==> config.mk <==
export PLATFORM = sky130hd
export DESIGN_NAME = combo_lock_ctrl
export DESIGN_NICKNAME = d
export VERILOG_FILES = /design/src/rtl/lock_pkg.sv /design/src/rtl/lock_code_reg.sv /design/src/rtl/lock_fail_track.sv /design/src/rtl/lock_fsm.sv /design/src/rtl/lock_glyph.sv /design/src/rtl/combo_lock_ctrl.sv
export SDC_FILE = /design/constraint.sdc
export NUM_CORES = 1
export LEC_CHECK = 0
export BUFFER_PORTS_ARGS = -buffer_cell sky130_fd_sc_hd__buf_2
export CORE_AREA = 2 2 39 41
export CTS_CLUSTER_SIZE = 10
export DETAILED_ROUTE_END_ITERATION = 6
export DIE_AREA = 0 0 41 43
export HOLD_SLACK_MARGIN = 0.02
export PLACE_DENSITY = 0.56
export SETUP_SLACK_MARGIN = 0.05
export SYNTH_ARGS = -nofsm -noshare
export SYNTH_HDL_FRONTEND = slang
export SYNTH_SLANG_ARGS = --single-unit
==> constraint.sdc <==
create_clock -name clk -period 2.25 [get_ports clk]
set_input_delay 0 -clock clk [delete_from_list [all_inputs] [get_ports clk]]
set_output_delay 0 -clock clk [all_outputs]
set_load 0.05 [all_outputs]
==> src/rtl/lock_pkg.sv <==
// Package lock_pkg: shared state encoding and glyph constants for the
// combination lock controller. Assumes a single 7-segment digit.
package lock_pkg;

    typedef enum logic [1:0] {
        ST_NEUTRAL = 2'd0,
        ST_OPEN    = 2'd1,
        ST_PROMPT  = 2'd2,
        ST_ALARM   = 2'd3
    } lock_state_e;

    localparam int SEG_W = 7;

    // Active-low glyphs, bit order {g,f,e,d,c,b,a}
    localparam logic [SEG_W-1:0] GLYPH_DASH = 7'b0111111;
    localparam logic [SEG_W-1:0] GLYPH_A    = 7'b0001000;
    localparam logic [SEG_W-1:0] GLYPH_N    = 7'b0101011;
    localparam logic [SEG_W-1:0] GLYPH_O    = 7'b1000000;

endpackage

==> src/rtl/lock_code_reg.sv <==
// Module lock_code_reg: holds the stored combination and compares it
// with the presented code. Reset loads RESET_CODE; a write pulse loads
// the presented code. Assumes wr is a single-cycle pulse from the FSM.
module lock_code_reg #(
    parameter int                CODE_W     = 4,
    parameter logic [CODE_W-1:0] RESET_CODE = 4'b0110
) (
    input  logic              clk,
    input  logic              rst_n,
    input  logic [CODE_W-1:0] code_in,
    input  logic              wr,
    output logic              match
);

    logic [CODE_W-1:0] stored_q;

    // Stored combination register: reset value or overwrite on wr
    always_ff @(posedge clk) begin
        if (!rst_n)
            stored_q <= RESET_CODE;
        else if (wr)
            stored_q <= code_in;
    end

    // Equality compare against the presented code
    always_comb begin
        match = (code_in == stored_q);
    end

endmodule

==> src/rtl/lock_fail_track.sv <==
// Module lock_fail_track: counts consecutive failed attempts. It flags
// when the next failure reaches the strike limit. Clear takes priority
// over increment. Assumes MAX_FAILS >= 1.
module lock_fail_track #(
    parameter int MAX_FAILS = 2
) (
    input  logic clk,
    input  logic rst_n,
    input  logic inc,
    input  logic clr,
    output logic last_strike
);

    localparam int FW = (MAX_FAILS > 2) ? $clog2(MAX_FAILS) : 1;
    localparam logic [FW-1:0] LAST = FW'(MAX_FAILS - 1);

    logic [FW-1:0] cnt_q;

    // Failure counter: clear, else count up until the last strike
    always_ff @(posedge clk) begin
        if (!rst_n)
            cnt_q <= '0;
        else if (clr)
            cnt_q <= '0;
        else if (inc && !last_strike)
            cnt_q <= cnt_q + 1'b1;
    end

    // The next failure completes the limit
    always_comb begin
        last_strike = (cnt_q == LAST);
    end

endmodule

==> src/rtl/lock_fsm.sv <==
// Module lock_fsm: Moore state register of the lock. It decides the
// transitions from the strobes, the code compare result and the strike
// flag. It issues the counter and code-write controls. Assumes the
// strobes are single-cycle; Enter wins over Change.
module lock_fsm
    import lock_pkg::*;
(
    input  logic        clk,
    input  logic        rst_n,
    input  logic        enter,
    input  logic        change,
    input  logic        match,
    input  logic        last_strike,
    output lock_state_e state_q,
    output logic        fail_inc,
    output logic        fail_clr,
    output logic        code_wr
);

    lock_state_e state_d;

    // State register
    always_ff @(posedge clk) begin
        if (!rst_n)
            state_q <= ST_NEUTRAL;
        else
            state_q <= state_d;
    end

    // Next-state and control decode
    always_comb begin
        state_d  = state_q;
        fail_inc = 1'b0;
        fail_clr = 1'b0;
        code_wr  = 1'b0;
        unique case (state_q)
            ST_NEUTRAL: begin
                if (enter || change) begin
                    if (match) begin
                        fail_clr = 1'b1;
                        state_d  = enter ? ST_OPEN : ST_PROMPT;
                    end else begin
                        fail_inc = 1'b1;
                        if (last_strike)
                            state_d = ST_ALARM;
                    end
                end
            end
            ST_OPEN: begin
                if (enter)
                    state_d = ST_NEUTRAL;
            end
            ST_PROMPT: begin
                if (change && !enter) begin
                    code_wr = 1'b1;
                    state_d = ST_NEUTRAL;
                end
            end
            ST_ALARM: begin
                state_d = ST_ALARM;
            end
            default: state_d = ST_NEUTRAL;
        endcase
    end

endmodule

==> src/rtl/lock_glyph.sv <==
// Module lock_glyph: turns the registered state into an active-low
// seven-segment glyph, bit order {g,f,e,d,c,b,a}. Purely combinational.
module lock_glyph
    import lock_pkg::*;
(
    input  lock_state_e      state,
    output logic [SEG_W-1:0] seg_n
);

    // State to glyph lookup
    always_comb begin
        unique case (state)
            ST_OPEN:   seg_n = GLYPH_O;
            ST_PROMPT: seg_n = GLYPH_N;
            ST_ALARM:  seg_n = GLYPH_A;
            default:   seg_n = GLYPH_DASH;
        endcase
    end

endmodule

==> src/rtl/combo_lock_ctrl.sv <==
// Module combo_lock_ctrl: top of the combination lock. Ties together
// the code register, the strike tracker, the FSM and the glyph decoder.
// All outputs are decoded from registered state only. Assumes enter and
// change are already debounced, edge-detected single-cycle pulses.
module combo_lock_ctrl
    import lock_pkg::*;
#(
    parameter int                CODE_W     = 4,
    parameter logic [CODE_W-1:0] RESET_CODE = 4'b0110,
    parameter int                MAX_FAILS  = 2
) (
    input  logic              clk,
    input  logic              rst_n,
    input  logic [CODE_W-1:0] code_in,
    input  logic              enter,
    input  logic              change,
    output logic              door_open,
    output logic              alarm,
    output logic              new_code_prompt,
    output logic [SEG_W-1:0]  seg_n
);

    lock_state_e state;
    logic        match;
    logic        last_strike;
    logic        fail_inc;
    logic        fail_clr;
    logic        code_wr;

    lock_code_reg #(
        .CODE_W     (CODE_W),
        .RESET_CODE (RESET_CODE)
    ) u_code (
        .clk     (clk),
        .rst_n   (rst_n),
        .code_in (code_in),
        .wr      (code_wr),
        .match   (match)
    );

    lock_fail_track #(
        .MAX_FAILS (MAX_FAILS)
    ) u_fail (
        .clk         (clk),
        .rst_n       (rst_n),
        .inc         (fail_inc),
        .clr         (fail_clr),
        .last_strike (last_strike)
    );

    lock_fsm u_fsm (
        .clk         (clk),
        .rst_n       (rst_n),
        .enter       (enter),
        .change      (change),
        .match       (match),
        .last_strike (last_strike),
        .state_q     (state),
        .fail_inc    (fail_inc),
        .fail_clr    (fail_clr),
        .code_wr     (code_wr)
    );

    lock_glyph u_glyph (
        .state (state),
        .seg_n (seg_n)
    );

    // Moore status flags from the registered state
    always_comb begin
        door_open       = (state == ST_OPEN);
        alarm           = (state == ST_ALARM);
        new_code_prompt = (state == ST_PROMPT);
    end

endmodule

==> results.py, run 1 <==
metrics = {
    "floorplanning": {
        "num_io_pins": 18,
        "coreArea_um2": 1384,
        "die_h_um": 43,
        "fp.dieW_um": 41,
        "num_rows": 14,
        "die_area_um2": 1763,
        "start_util_pct": 28.75,
    },
    "power_and_ir_drop": {
        "vdd_drop_max_v": 0.0004032,
        "power.density_nw_per_um2": 1261,
        "power_leakage_uw": 0.0002203,
    },
    "placement": {
        "dp.cells": 71,
        "gp_congestion": 0.6454,
        "dp_hpwl_um": 542.9,
        "io_buffers": 17,
    },
    "global_route": {
        "grt_start_max_net_pins": 9,
        "grt_pass1_wl_um": 1041,
        "antenna_found_initial": 0,
        "first_global_vias": 277,
        "grtUsageTotal_pct": 8.963,
        "grt_overflow": 0,
    },
    "final_layout": {
        "drive_above_1_share_pct": 33.33,
        "insertedDiodeCount": 0,
        "nNetsFinal": 72,
        "area_delta_synth_final_pct": 34.59,
        "instances_no_fill": 79,
        "fill_cells": 137,
    },
    "yosys": {
        "synth_warnings": 0,
        "synth_area_um2": 397.9,
        "syn_nets": 50,
        "syn_inst": 42,
        "ys_ff_latch": 7,
        "synth.distinct_cells": 21,
        "syn_area_per_cell_um2": 9.473,
        "synth-seq-area-share_pct": 35.22,
    },
    "setup_path": {
        "cp-start-kind": "flop",
        "reg2reg_slack_ps": 330,
        "cp.arrival_ps": 2060,
        "rr_worst_depth": 5,
        "cp.required_ps": 2390,
        "cp_max_fo": 8,
        "cp-end-kind": "flop",
        "worstReg2RegStart": "u_fsm.state_q[1]",
        "worst-setup-path-type": "reg2reg",
        "regToRegEndpoint": "u_code.stored_q[2]",
    },
    "timing": {
        "setup_tns_ps": 0,
        "slew_headroom_pct": 80.11,
        "setup-violations-final": 0,
        "maxSlewViolCount": 0,
        "period_share_pct": 85.21,
        "hold_viol": 0,
        "rsz0062_at_grt": "false",
        "clock_skew_ps": 4.493,
        "max_freq_mhz": 521.6,
        "period_needed_ps": 1917,
        "tightest_slew_ps": 294.2,
    },
    "clock_network": {
        "cts_tree": "built",
        "cts_sinks": 7,
        "ctsRootBufferMaster": "clkbuf_4",
        "clockBufferDepth": 2,
        "cts-buffers-inserted": 3,
        "clk_pin_slew_ps": 50,
        "clk_latency_ps": 250,
        "post_cts_buffers": 0,
        "cts_max_level": 1,
        "post_cts_resized": 0,
    },
    "min_path": {
        "holdPathEnd": "u_code.stored_q[0]",
        "hp-class": "in2reg",
        "hold_depth": 3,
        "min_from": "code_in[0]",
    },
    "detailed_routing": {
        "routed_wl_um": 727,
        "postRouteAntennaNets": 0,
        "vias": 373,
        "drcViolationCount": 0,
        "via_per_inst": 4.722,
        "drt_pass1_iterations": 4,
        "wire_per_inst_um": 9.203,
        "drt_iter0_markers": 5,
    },
    "outcome": {
        "status": "complete, no violations",
    },
    "flow_run": {
        "max-cap-violations": 0,
    },
}
flip-flops by register name, indices dropped and copies added (netlist names):
signal              flops
u_code.stored_q         4
u_fail.last_strike      1
u_fsm.state_q           2
cell usage after synthesis:
library cell,instances,area [um2]
a2111oi_1,1,10.01
a21o_1,1,7.510
and2_1,1,6.260
and3b_1,1,8.760
buf_4,3,22.52
buf_6,1,11.26
dfxtp_1,7,140.1
inv_1,2,7.510
mux2i_1,5,50.05
nand2_1,2,7.510
nand4_1,1,6.260
nor2_1,3,11.26
nor2b_1,3,18.77
nor2b_4,1,13.76
nor3_1,1,5.000
nor3b_1,1,7.510
nor4_1,1,6.260
nor4b_1,1,8.760
o21ai_1,1,5.000
o41ai_1,1,8.760
xnor2_1,4,35.03
stage by stage:
stage | setup WS [ps] | util [%] | area, um2 | power (uW) | hold WS [ps]
after floorplan | 228.1 | - | 397.9 | 513.2 | 61.94
after global placement | 918.1 | 33.91 | 469.2 | 559.3 | 221.6
after detailed placement | 892.3 | 33.91 | 469.2 | 559.2 | 220.0
after CTS | 350.7 | 38.70 | 535.5 | 685.5 | 42.74
after global routing | 237.6 | 38.70 | 535.5 | 717.4 | 48.97
final | 332.9 | 38.70 | 535.5 | 675.1 | 46.18
cell usage in the layout (no fill, tap or decap), types with 2 or more instances in the layout:
master	n
dfxtp_1	7
dlygate4sd3_1	4
xnor2_1	4
nand2_1	2
nor2b_1	3
clkbuf_4	3
mux2i_1	5
buf_2	17
inv_1	2
nor2_1	3
layer usage:
layer  GRT usage, %  up-vias  wire [um]  part of all wire (%)
li1               -      187          -                     -
met1          12.01      167        354                    49
met2          10.63       19        287                    39
met3          6.283        0         84                    12
met4          4.000        0          0                     0
met5              0        -          0                     0
area by class of cell:
type / instances / area (um2) / share of cell area [%]
clock buffers: 4 / 26.28 / 4.907
inverters: 2 / 7.507 / 1.402
multi-input cells: 29 / 216.5 / 40.42
flip-flops and latches: 7 / 140.1 / 26.17
well taps: 16 / 20.02 / 3.738
repair buffers: 21 / 125.1 / 23.36
power breakdown:
part	internal [uW]	total [uW]	switching (uW)	leakage (uW)
clock network	67.7	115	46.8	0.0000150
logic	97.7	389	291	0.000148
registers	144	172	27.4	0.0000573
total	310	675	365	0.000220
critical path, stage by stage (launching register included):
cell           delay [ps]
dfxtp_1               450
nor2b_4               200
and3b_1               330
mux2i_1               220
nand2_1                70
dlygate4sd3_1         540
how the worst max path moves through the flow:
stage | slack [ps] | startpoint | endpoint
5_1_grt | 240 | u_fsm.state_q[1] | u_code.stored_q[2]
4_1_cts | 350 | u_fsm.state_q[1] | u_code.stored_q[2]
3_3_place_gp | 920 | u_fsm.state_q[1] | u_code.stored_q[2]
6_report | 330 | u_fsm.state_q[1] | u_code.stored_q[2]
2_1_floorplan | 230 | u_fsm.state_q[0] | seg_n[3]
3_5_place_dp | 890 | u_fsm.state_q[1] | u_code.stored_q[3]
kinds of logic after synthesis:
logic type	share of synthesized area (%)
muxes	12.58
buffers and inverters	10.38
and+or+nand+nor	25.16
DFF	35.22
xor gates and xnor gates	8.804
AOI/OAI and AO/OA	7.862
timing repair:
action	in CTS	in global routing
hold endpoints to repair	3	0
setup endpoints to repair	0	0
hold buffers	4	0
Power figures use the tool's default switching activity.
==> inputs of run 2 (changes only) <==
--- a/config.mk
+++ b/config.mk
@@ -5,13 +5,13 @@
 export SDC_FILE = /design/constraint.sdc
 export NUM_CORES = 1
 export LEC_CHECK = 0
-export BUFFER_PORTS_ARGS = -buffer_cell sky130_fd_sc_hd__buf_2
+export BUFFER_PORTS_ARGS = -buffer_cell sky130_fd_sc_hd__clkbuf_2
 export CORE_AREA = 2 2 39 41
 export CTS_CLUSTER_SIZE = 10
 export DETAILED_ROUTE_END_ITERATION = 6
 export DIE_AREA = 0 0 41 43
 export HOLD_SLACK_MARGIN = 0.02
-export PLACE_DENSITY = 0.56
+export PLACE_DENSITY = 0.63
 export SETUP_SLACK_MARGIN = 0.05
 export SYNTH_ARGS = -nofsm -noshare
 export SYNTH_HDL_FRONTEND = slang
==> results.py, run 2 (same netlist as run 1, synthesis figures left out) <==
metrics = {
    "global_route": {
        "use_met2_pct": 14.69,
        "grt_pass1_wl_um": 1179,
        "antenna_found_initial": 0,
        "first_global_vias": 300,
        "met1_usage_pct": 11.33,
        "grt_busiest_layer": "met2",
        "grt_use_met3_pct": 6.283,
        "grt_overflow": 0,
        "grtUsageTotal_pct": 10.06,
        "grt_start_max_net_pins": 9,
    },
    "final_layout": {
        "area_delta_synth_final_pct": 34.59,
        "drive_above_1_share_pct": 33.33,
        "largest_reg_flops": 4,
        "fill_cells": 153,
        "regMostFlops": "u_code.stored_q",
        "insertedDiodeCount": 0,
        "final_cell_mix": "17 x clkbuf_2, 7 x dfxtp_1, 5 x mux2i_1",
        "final_common_cell": "clkbuf_2",
        "nNetsFinal": 72,
    },
    "setup_path": {
        "worst-setup-path-type": "reg2reg",
        "cp_slowest_cell": "dlygate4sd3_1",
        "crit_family": "simple AND/OR/NAND/NOR gates",
        "cp.arrival_ps": 2050,
        "crit_chain": "nor2b_4, and3b_1, mux2i_1, nand2_1, dlygate4sd3_1",
        "cp-start-kind": "flop",
        "max_stage_delay_ps": 550,
        "cp_max_fo": 8,
        "critPathBufInv": 1,
        "cp-end-kind": "flop",
        "cp.required_ps": 2380,
    },
    "placement": {
        "io_buffers": 17,
        "dp_slack_ps": 880.4,
        "gp_congestion": 0.7160,
        "dp_hpwl_um": 551.6,
    },
    "timing": {
        "setup_tns_ps": 0,
        "period_needed_ps": 1914,
        "tightest_slew_ps": 307.3,
        "clock_skew_ps": 2.604,
        "hold_viol": 0,
        "finalWorstSetupSlack_ps": 336.5,
        "period_share_pct": 85.05,
        "setup-violations-final": 0,
        "slew_headroom_pct": 79.46,
        "rsz0062_at_grt": "false",
        "max_freq_mhz": 522.6,
        "maxSlewViolCount": 0,
    },
    "floorplanning": {
        "die_h_um": 43,
        "num_rows": 14,
        "coreArea_um2": 1384,
        "num_io_pins": 18,
        "start_util_pct": 28.75,
        "fp.dieW_um": 41,
        "die_area_um2": 1763,
    },
    "detailed_routing": {
        "vias": 360,
        "via_per_inst": 4.557,
        "drt_pass1_iterations": 3,
        "postRouteAntennaNets": 0,
        "drt_iter0_markers": 6,
        "drcViolationCount": 0,
        "wire_per_inst_um": 9.772,
        "routed_wl_um": 772,
    },
    "clock_network": {
        "clockBufferDepth": 2,
        "cts_max_level": 1,
        "cts_tree": "built",
        "clk_pin_slew_ps": 50,
        "post_cts_buffers": 0,
        "ctsRootBufferMaster": "clkbuf_4",
        "cts-buffers-inserted": 3,
        "clk_latency_ps": 250,
        "cts_sinks": 7,
    },
    "flow_run": {
        "max-cap-violations": 0,
    },
    "power_and_ir_drop": {
        "vdd_drop_max_v": 0.0003926,
        "power_leakage_uw": 0.0002243,
        "power.density_nw_per_um2": 1260,
    },
    "min_path": {
        "hp-class": "in2reg",
    },
    "outcome": {
        "status": "complete, no violations",
    },
}
run 2: where the power goes:
part	total (uW)	internal (uW)	switching, uW
logic	388	95.5	293
clock network	114	67.7	46.1
registers	173	144	28.7
total	675	308	367
run 2: worst reg2reg max path: stages (launching register included):
cell and delay [ps]:
dfxtp_1 440, nor2b_4 210, and3b_1 330, mux2i_1 220, nand2_1 60, dlygate4sd3_1 550
run 2: layout make-up:
cell class	count	area (um2)	area share, %
sequential	7	140.1	26.17
tap	16	20.02	3.738
multi-input combinational	29	216.5	40.42
inverter	2	7.507	1.402
clock buffer	4	26.28	4.907
timing repair buffer	21	125.1	23.36
run 2: path summary, 6_finish.rpt:
check	start	to	slack [ps]	cells after the start
max	u_fsm.state_q[1]	u_code.stored_q[2]	340	5
min	code_in[0]	u_code.stored_q[0]	50	3
max reg2reg	u_fsm.state_q[1]	u_code.stored_q[2]	340	5
min reg2reg	u_code.stored_q[1]	u_code.stored_q[1]	510	2
run 2: what timing repair did:
item                                    CTS  global route
endpoints found under the hold margin     3             0
endpoints found under the setup margin    0             0
hold buffers                              4             0
gates resized for setup                   0             0
run 2: per-layer routing:
layer | vias up | wire length (um) | part of all wire [%]
li1 | 184 | - | -
met1 | 159 | 340 | 44
met2 | 17 | 356 | 46
met3 | 0 | 74 | 9.6
met4 | 0 | 0 | 0
met5 | - | 0 | 0
run 2: through the flow:
step | util, % | area, um2 | hold slack, ps | std cells | total power [uW]
floorplan | - | 397.9 | 61.94 | 42 | 513.2
global placement | 33.91 | 469.2 | 221.3 | 71 | 558.3
detailed placement | 33.91 | 469.2 | 231.7 | 71 | 560.4
CTS | 38.70 | 535.5 | 48.95 | 79 | 680.9
global route | 38.70 | 535.5 | 67.80 | 79 | 715.7
finish | 38.70 | 535.5 | 48.43 | 79 | 674.9
==> inputs of run 3 (changes only) <==
--- a/config.mk
+++ b/config.mk
@@ -5,13 +5,15 @@
 export SDC_FILE = /design/constraint.sdc
 export NUM_CORES = 1
 export LEC_CHECK = 0
+export ABC_AREA = 1
 export BUFFER_PORTS_ARGS = -buffer_cell sky130_fd_sc_hd__clkbuf_2
 export CORE_AREA = 2 2 39 41
 export CTS_CLUSTER_SIZE = 10
 export DETAILED_ROUTE_END_ITERATION = 6
 export DIE_AREA = 0 0 41 43
 export HOLD_SLACK_MARGIN = 0.02
-export PLACE_DENSITY = 0.63
+export PLACE_DENSITY = 0.69
+export RECOVER_POWER = 100
 export SETUP_SLACK_MARGIN = 0.05
 export SYNTH_ARGS = -nofsm -noshare
 export SYNTH_HDL_FRONTEND = slang
==> results.py, run 3 <==
metrics = {
    "setup_path": {
        "cp-end-kind": "output port",
        "worst-setup-path-type": "reg2out",
        "reg2reg_slack_ps": 990,
        "cp.required_ps": 2250,
        "critPathBufInv": 2,
        "cp_max_fo": 6,
        "crit_chain": "inv_1, nor2_1, clkbuf_1",
        "max_stage_delay_ps": 500,
        "cp_slowest_cell": "clkbuf_1",
        "crit_family": "buffers and inverters",
        "cp.arrival_ps": 1480,
        "cp-start-kind": "flop",
    },
    "clock_network": {
        "post_cts_buffers": 0,
        "cts_max_level": 1,
        "clk_latency_ps": 250,
        "cts_tree": "built",
        "clk_pin_slew_ps": 60,
        "ctsRootBufferMaster": "clkbuf_4",
        "post_cts_resized": 0,
        "clockBufferDepth": 2,
        "cts-buffers-inserted": 3,
        "cts_sinks": 7,
        "cts_hold_buf": 0,
    },
    "power_and_ir_drop": {
        "power_leakage_uw": 0.0003159,
        "vdd_drop_max_v": 0.0004793,
        "power.density_nw_per_um2": 1451,
    },
    "timing": {
        "max_freq_mhz": 675.5,
        "slew_headroom_pct": 59.89,
        "period_share_pct": 65.80,
        "setup-violations-final": 0,
        "clock_skew_ps": 2.144,
        "period_needed_ps": 1480,
        "holdWs_ps": 35.62,
        "tightest_slew_ps": 604.2,
        "maxSlewViolCount": 0,
        "finalWorstSetupSlack_ps": 769.5,
        "rsz0062_at_grt": "false",
        "hold_viol": 0,
        "setup_tns_ps": 0,
    },
    "final_layout": {
        "multi_input_area_um2": 241.5,
        "insertedDiodeCount": 0,
        "drive_above_1_share_pct": 15.79,
        "final_cell_mix": "22 x nand2_1, 14 x inv_1, 13 x nor2_1",
        "nNetsFinal": 104,
        "largest_reg_flops": 4,
        "final_common_cell": "nand2_1",
        "fill_cells": 166,
        "area_delta_synth_final_pct": 18.98,
        "regArea_um2": 140.1,
        "regMostFlops": "u_code.stored_q",
    },
    "detailed_routing": {
        "via_per_inst": 4.369,
        "routed_wl_um": 925,
        "postRouteAntennaNets": 0,
        "wire_per_inst_um": 8.333,
        "vias": 485,
        "drt_pass1_iterations": 4,
        "drt_iter0_markers": 5,
        "drcViolationCount": 0,
    },
    "yosys": {
        "synth_common_cells": "22 x nand2_1, 13 x inv_1, 12 x nor2_1, 7 x dfxtp_1, 4 x o21ai_0",
        "synth_top_area_cell": "dfxtp_1",
        "synth_top_area_share_pct": 29.95,
        "yosysMostFrequentCell": "nand2_1",
        "synth_edf_count": 0,
        "syn_inst": 77,
        "synth_warnings": 0,
        "synth_area_um2": 467.9,
        "syn_area_per_cell_um2": 6.077,
        "synth_ff_type": "dfxtp_1",
        "ys_ff_latch": 7,
        "syn_nets": 85,
        "synth.distinct_cells": 15,
        "synth-async-reset-ratio_pct": 0,
        "synth-seq-area-share_pct": 29.95,
        "netlist_top_cells_area": "dfxtp_1 30%, nand2_1 18%, inv_1 10%",
    },
    "placement": {
        "dp_slack_ps": 1033,
        "gp_congestion": 0.7096,
        "dp_hpwl_um": 760.7,
        "io_buffers": 17,
    },
    "floorplanning": {
        "num_rows": 14,
        "coreArea_um2": 1384,
        "fp.dieW_um": 41,
        "num_io_pins": 18,
        "die_area_um2": 1763,
        "die_h_um": 43,
        "start_util_pct": 33.82,
    },
    "flow_run": {
        "max-cap-violations": 0,
    },
    "global_route": {
        "first_global_vias": 400,
        "grt_start_max_net_pins": 8,
        "antenna_found_initial": 0,
        "grtUsageTotal_pct": 11.69,
        "grt_pass1_wl_um": 1455,
        "grt_overflow": 0,
    },
    "min_path": {
        "hp-class": "in2reg",
    },
    "outcome": {
        "status": "complete, no violations",
    },
}
==> run 3: cell types whose count changed after synthesis, sizes merged, moves of 4 or more <==
cell / change
nor2: +12
xnor2: -4
nor2b: -4
mux2i: -5
inv: +13
nand2: +20
==> run 3: cell type report <==
class,count,area share [%]
Multi-Input combinational cell,52,43.37
Sequential cell,7,25.17
Timing Repair Buffer,17,13.03
Inverter,15,10.11
Clock buffer,4,4.719
Tap cell,16,3.596
==> run 3: path summary, 6_finish.rpt <==
path	start	to	depth (start not counted)
worst min-delay path	rst_n	u_code.stored_q[2]	2
worst max register to register	u_fsm.state_q[1]	u_code.stored_q[3]	5
worst max-delay path	u_fsm.state_q[1]	new_code_prompt	3
worst min register to register	u_code.stored_q[0]	u_code.stored_q[0]	2
==> run 3: cells by family after synthesis <==
family / count (synthesis) / share of synthesized area [%]
flip-flops: 7 / 29.95
AND/OR/NAND/NOR: 42 / 40.91
buffers and inverters: 18 / 16.85
AO/OA/AOI/OAI: 10 / 12.30
==> run 3: metrics by stage <==
step	instances	total power [uW]	utilization (%)	cell area, um2
after floorplan	77	654.8	-	467.9
after global placement	107	722.5	39.78	550.5
after detailed placement	107	726.5	39.78	550.5
after CTS	111	845.9	41.68	576.8
after global routing	111	875.2	40.24	556.8
final	111	808.1	40.24	556.8
==> run 3: routing by layer <==
layer	up-vias	GRT usage, %	wire length, um
met5	-	0	0
met4	0	4.000	0
met3	0	3.141	79
met2	20	19.38	403
met1	198	13.68	443
li1	267	-	-
==> run 3: where the power goes <==
part	internal (uW)	switching (uW)
clock	67.8	48.2
combinational	102	403
sequential	153	33.5
